### src/rtl/can_irq_pkg.sv
package can_irq_pkg;
  localparam int REG_W    = 8;
  localparam int NUM_SRC  = 7;
  localparam int CNT_W    = 5;
  localparam int BIT_OVR  = 0;
  localparam int BIT_BERR = 1;
  localparam int BIT_TX   = 2;
  localparam int BIT_RX   = 3;
  localparam int BIT_EPAS = 4;
  localparam int BIT_EWRN = 5;
  localparam int BIT_ARB  = 6;
endpackage

### src/rtl/irq_flag_bank.sv
module irq_flag_bank #(
  parameter int REG_W    = 8,
  parameter int NUM_SRC  = 7,
  parameter int SKIP_BIT = 3
) (
  input  logic             clk_i,
  input  logic             rst_ni,
  input  logic [REG_W-1:0] set_i,
  input  logic [REG_W-1:0] clr_i,
  output logic [REG_W-1:0] flag_o
);
  for (genvar i = 0; i < REG_W; i++) begin : g_bit
    if (i < NUM_SRC && i != SKIP_BIT) begin : g_flag
      logic q;
      always_ff @(posedge clk_i or negedge rst_ni) begin
        if (!rst_ni)       q <= 1'b0;
        else if (set_i[i]) q <= 1'b1;
        else if (clr_i[i]) q <= 1'b0;
      end
      assign flag_o[i] = q;


      set_wins_chk: assert property (@(posedge clk_i) disable iff (!rst_ni)
        set_i[i] |=> flag_o[i]);

      clr_takes_chk: assert property (@(posedge clk_i) disable iff (!rst_ni)
        (clr_i[i] && !set_i[i]) |=> !flag_o[i]);

      sticky_chk: assert property (@(posedge clk_i) disable iff (!rst_ni)
        (flag_o[i] && !clr_i[i]) |=> flag_o[i]);
    end else begin : g_tie
      logic unused_bit;
      assign unused_bit = set_i[i] ^ clr_i[i];
      assign flag_o[i]  = 1'b0;
    end
  end
endmodule

### src/rtl/rx_msg_counter.sv
module rx_msg_counter #(
  parameter int CNT_W = 5
) (
  input  logic             clk_i,
  input  logic             rst_ni,
  input  logic             inc_i,
  input  logic             dec_i,
  output logic [CNT_W-1:0] cnt_o
);
  localparam logic [CNT_W-1:0] CNT_MAX = {CNT_W{1'b1}};

  logic [CNT_W-1:0] cnt_q;

  always_ff @(posedge clk_i or negedge rst_ni) begin
    if (!rst_ni) cnt_q <= '0;
    else begin
      unique case ({inc_i, dec_i})
        2'b10:   if (cnt_q != CNT_MAX) cnt_q <= cnt_q + 1'b1;
        2'b01:   if (cnt_q != '0)      cnt_q <= cnt_q - 1'b1;
        default: cnt_q <= cnt_q;
      endcase
    end
  end
  assign cnt_o = cnt_q;


  no_wrap_up_chk: assert property (@(posedge clk_i) disable iff (!rst_ni)
    (cnt_o == CNT_MAX && inc_i) |=> cnt_o == CNT_MAX);

  no_wrap_down_chk: assert property (@(posedge clk_i) disable iff (!rst_ni)
    (cnt_o == '0 && dec_i && !inc_i) |=> cnt_o == '0);

  inc_dec_hold_chk: assert property (@(posedge clk_i) disable iff (!rst_ni)
    (inc_i && dec_i) |=> $stable(cnt_o));
endmodule

### src/rtl/can_irq_ctrl.sv
module can_irq_ctrl
  import can_irq_pkg::*;
#(
  parameter int P_REG_W   = REG_W,
  parameter int P_NUM_SRC = NUM_SRC,
  parameter int P_CNT_W   = CNT_W
) (
  input  logic                 clk_i,
  input  logic                 rst_ni,
  input  logic [P_NUM_SRC-1:0] evt_i,
  input  logic                 stat_wr_i,
  input  logic [P_REG_W-1:0]   stat_wdata_i,
  input  logic                 mask_wr_i,
  input  logic [P_REG_W-1:0]   mask_wdata_i,
  output logic [P_REG_W-1:0]   status_o,
  output logic [P_REG_W-1:0]   mask_o,
  output logic [P_CNT_W-1:0]   msg_cnt_o,
  output logic                 irq_o,
  output logic                 rx_ack_o,
  output logic                 tx_ptr_rst_o
);
  localparam logic [P_REG_W-1:0] SRC_MASK =
    {{(P_REG_W-P_NUM_SRC){1'b0}}, {P_NUM_SRC{1'b1}}};

  logic [P_REG_W-1:0] set_vec, clr_vec, flags, status, mask_q;
  logic [P_CNT_W-1:0] cnt;
  logic               irq_q, rx_ack_q, tx_rst_q;

  assign set_vec = {{(P_REG_W-P_NUM_SRC){1'b0}}, evt_i};
  assign clr_vec = stat_wr_i ? stat_wdata_i : '0;

  irq_flag_bank #(
    .REG_W(P_REG_W), .NUM_SRC(P_NUM_SRC), .SKIP_BIT(BIT_RX)
  ) u_flags (
    .clk_i(clk_i), .rst_ni(rst_ni),
    .set_i(set_vec), .clr_i(clr_vec), .flag_o(flags)
  );

  rx_msg_counter #(.CNT_W(P_CNT_W)) u_rx_cnt (
    .clk_i(clk_i), .rst_ni(rst_ni),
    .inc_i(evt_i[BIT_RX]), .dec_i(clr_vec[BIT_RX]), .cnt_o(cnt)
  );

  // receive flag tracks the stored-message count
  always_comb begin
    status         = flags;
    status[BIT_RX] = (cnt != '0);
  end

  always_ff @(posedge clk_i or negedge rst_ni) begin
    if (!rst_ni) begin
      mask_q   <= '0;
      irq_q    <= 1'b0;
      rx_ack_q <= 1'b0;
      tx_rst_q <= 1'b0;
    end else begin
      if (mask_wr_i) mask_q <= mask_wdata_i & SRC_MASK;
      irq_q    <= |(status & mask_q);
      rx_ack_q <= clr_vec[BIT_RX];
      tx_rst_q <= clr_vec[BIT_TX];
    end
  end

  assign status_o     = status;
  assign mask_o       = mask_q;
  assign msg_cnt_o    = cnt;
  assign irq_o        = irq_q;
  assign rx_ack_o     = rx_ack_q;
  assign tx_ptr_rst_o = tx_rst_q;


  irq_on_chk: assert property (@(posedge clk_i) disable iff (!rst_ni)
    ((status_o & mask_o) != '0) |=> irq_o);

  irq_off_chk: assert property (@(posedge clk_i) disable iff (!rst_ni)
    ((status_o & mask_o) == '0) |=> !irq_o);

  rx_ack_pulse_chk: assert property (@(posedge clk_i) disable iff (!rst_ni)
    (stat_wr_i && stat_wdata_i[BIT_RX]) |=> rx_ack_o);

  tx_rst_pulse_chk: assert property (@(posedge clk_i) disable iff (!rst_ni)
    !(stat_wr_i && stat_wdata_i[BIT_TX]) |=> !tx_ptr_rst_o);

  mask_hold_chk: assert property (@(posedge clk_i) disable iff (!rst_ni)
    !mask_wr_i |=> $stable(mask_o));
endmodule

### config.mk
export PLATFORM = sky130hd
export DESIGN_NAME = can_irq_ctrl
export DESIGN_NICKNAME = d
export VERILOG_FILES = /design/src/rtl/can_irq_pkg.sv /design/src/rtl/irq_flag_bank.sv /design/src/rtl/rx_msg_counter.sv /design/src/rtl/can_irq_ctrl.sv
export SDC_FILE = /design/constraint.sdc
export NUM_CORES = 1
export LEC_CHECK = 0
export CORE_AREA = 2 2 60 62
export DETAILED_ROUTE_END_ITERATION = 8
export DIE_AREA = 0 0 62 64
export PLACE_DENSITY = 0.73
export SLEW_MARGIN = 15
export SYNTH_ARGS = -nofsm -noshare
export SYNTH_HDL_FRONTEND = slang
export SYNTH_SLANG_ARGS = --single-unit
### constraint.sdc
create_clock -name clk_i -period 2.3 [get_ports clk_i]
set_input_delay 0.46 -clock clk_i [delete_from_list [all_inputs] [get_ports clk_i]]
set_output_delay 0.46 -clock clk_i [all_outputs]
set_load 0.02 [all_outputs]
==> impl_metrics.ini <==
[sta]
finalSetupViolCount = 0
rsz0062_at_grt = no
fin_crit_sh_pct = 93.1
fmax_ghz = 0.467
timing_hold_violations_final = 0
fin_skew_ns = 0.00435
setup_ws_ns = 0.158
period_minus_slack_ns = 2.14
final_max_slew_viol_count = 0
fin_setup_tns_ns = 0

[layout]
layout_common_cells = 46 x clkdlybuf4s50_1, 21 x dfrtp_1, 12 x nand2_1, 9 x mux2_2, 7 x a21o_1
layout.nets = 163
design_area_mm2 = 0.00153
multi_input_area_um2 = 433
final_common_cell = clkdlybuf4s50_1
antenna_cells = 0
fin_cells = 179
drive_gt1_share_pct = 14.3
register_area_um2 = 526
fillers = 309
syn_to_final_growth_pct = 45.3

[power]
power_frac_clock_pct = 14.3
leakage_uw = 0.000656
p_seq_share_pct = 44.0
comb_power_share_pct = 41.8
vdd_ir_drop_max_uv = 338
netSwitchingFraction_pct = 37.3
p_per_area_mw_per_mm2 = 812
internal_power_uw = 780
power_switching_uw = 465

[worst_setup_path]
crit_required_ns = 1.84
cp_top_family = buffers and inverters
arrival_ns = 1.68
critPathKind = reg2out
path_max_fanout = 7
crit_chain = nor3_2 > nand2_1 > clkdlybuf4s50_1
reg2reg_from = u_rx_cnt.cnt_o[1]
crit_path_start = u_rx_cnt.cnt_o[0]
crit_path_max_incr_delay_ns = 0.55
start_kind = flip-flop
cp_slowest_cell = clkdlybuf4s50_1
crit_path_end_kind = output pin
cp_num_buf_inv = 1

[clock_tree]
clk_pin_slew_worst_paths_ns = 0.12
post_cts_buffers = 0
cts_buffers = 3
cts_root_buf = clkbuf_4
cts_tree = yes
cts_hold_buf = 0
h-tree-depth = 1
cts_num_sinks = 21
ctsResizeCount = 0
insertion_delay_ns = 0.30
cts_buffer_depth = 2

[detailed_routing]
vias = 836
first_pass_iters = 4
drc = 0
wl_per_cell_um = 13.8
antenna_left = 0
drt_wl_total_um = 2470
first_iter_violations = 39
vias_per_cell = 4.67

[min_path]
hold_class = in2async

[global_routing]
grt.total_usage_pct = 12.8
grt_pass1_vias = 836
overflow = 0
grt_max_degree = 22
antenna_found_initial = 0
grt_pass1_wl_um = 3700

[die]
die_h_um = 64
design.die.area_mm2 = 0.00397
core_mm2 = 0.00328
ios = 51
die_w_um = 62
row_count = 21
initial_core_util_pct = 32.1

[synthesis]
synth_area_mm2 = 0.00105
ys_ff_latch = 21
syn_avg_cell_area_um2 = 11.5
yosys_warnings = 0
yosysSeqAreaShare_pct = 49.8
synth.distinct_cells = 27
syn_inst = 92

[placed_design]
gp_congestion = 0.755
placed_area_mm2 = 0.00150
place_ws_ns = -0.0600
io_buffer_count = 46
dp.final_hpwl_um = 2010
place_inst = 175

[job]
max_cap_viol_count = 0

[status]
status = finished clean
registers in the layout (all words and copies together) (netlist names):
signal and cells:
u_rx_cnt.cnt_o 5, irq_o 1, tx_ptr_rst_o 1, mask_o 7
rx_ack_o 1, u_flags.g_bit.g_flag.q 6
Yosys cell counts:
master | count | area share (%)
conb_1 | 1 | 0.36
nor3_1 | 1 | 0.47
or3_1 | 1 | 0.59
nor2_1 | 2 | 0.71
a21oi_1 | 1 | 0.47
a21o_1 | 7 | 5.0
nand3_1 | 2 | 0.95
clkbuf_1 | 1 | 0.36
nand4b_1 | 1 | 0.83
mux2_2 | 9 | 9.6
a31oi_1 | 1 | 0.59
a22oi_2 | 1 | 1.2
buf_6 | 1 | 1.1
o211ai_2 | 1 | 1.2
xnor2_1 | 1 | 0.83
buf_4 | 10 | 7.1
xor2_1 | 4 | 3.3
a221oi_2 | 1 | 1.4
nand3b_4 | 1 | 1.9
inv_1 | 4 | 1.4
a22oi_1 | 3 | 2.1
nand4_1 | 1 | 0.59
o31ai_1 | 1 | 0.71
ha_1 | 2 | 2.4
nand2_1 | 12 | 4.3
o211ai_1 | 1 | 0.71
dfrtp_1 | 21 | 50
cell type report:
class	instances	share of cell area, %
sequential	21	34.3
tap	46	3.76
clock buffer	4	1.71
multi-input combinational	56	28.2
inverter	4	0.980
timing repair buffer	48	31.0
power groups by stage:
| stage | combinational (µW) | sequential, µW | clock, µW |
|---|---|---|---|
| floorplan | 279 | 577 | 0 |
| global placement | 509 | 546 | 0 |
| detailed placement | 524 | 552 | 0 |
| CTS | 528 | 545 | 186 |
| global route | 567 | 563 | 204 |
| finish | 520 | 547 | 178 |
cells by family after synthesis:
| kind of cell | after synthesis | synth area share, % |
|---|---|---|
| other | 1 | 0.356 |
| AO/OA/AOI/OAI | 17 | 13.4 |
| flip-flops | 21 | 49.8 |
| XOR/XNOR | 5 | 4.15 |
| buffers and inverters | 16 | 9.96 |
| multiplexers | 9 | 9.61 |
| AND/OR/NAND/NOR | 21 | 10.3 |
| adder cells (fa/ha/maj) | 2 | 2.37 |
per-stage QoR:
step / power [µW] / utilization [%] / hold WS (ns)
floorplan: 856 / - / 0.164
global placement: 1050 / 45.7 / 0.493
detailed placement: 1080 / 45.7 / 0.498
CTS: 1260 / 46.5 / 0.495
global route: 1330 / 46.7 / 0.502
finish: 1250 / 46.7 / 0.494
per-layer routing:
metal  wire [µm]  track usage [%]
met1         936             13.1
met2        1290             23.7
met3         219             2.63
met4          27             5.59
met5           0                0
final timing paths:
check                                       endpoint  slack, ns  cells past startpoint
min in group clk_i         u_flags.g_bit[2].g_flag.q       0.52                      1
hold reg to reg            u_flags.g_bit[2].g_flag.q       0.52                      1
max in group asynchronous                  mask_o[0]       1.59                      2
setup / recovery                         status_o[3]       0.16                      3
hold / removal                          tx_ptr_rst_o       0.49                      2
setup reg to reg                   u_rx_cnt.cnt_o[4]       0.61                      6
Power figures use the tool's default switching activity.
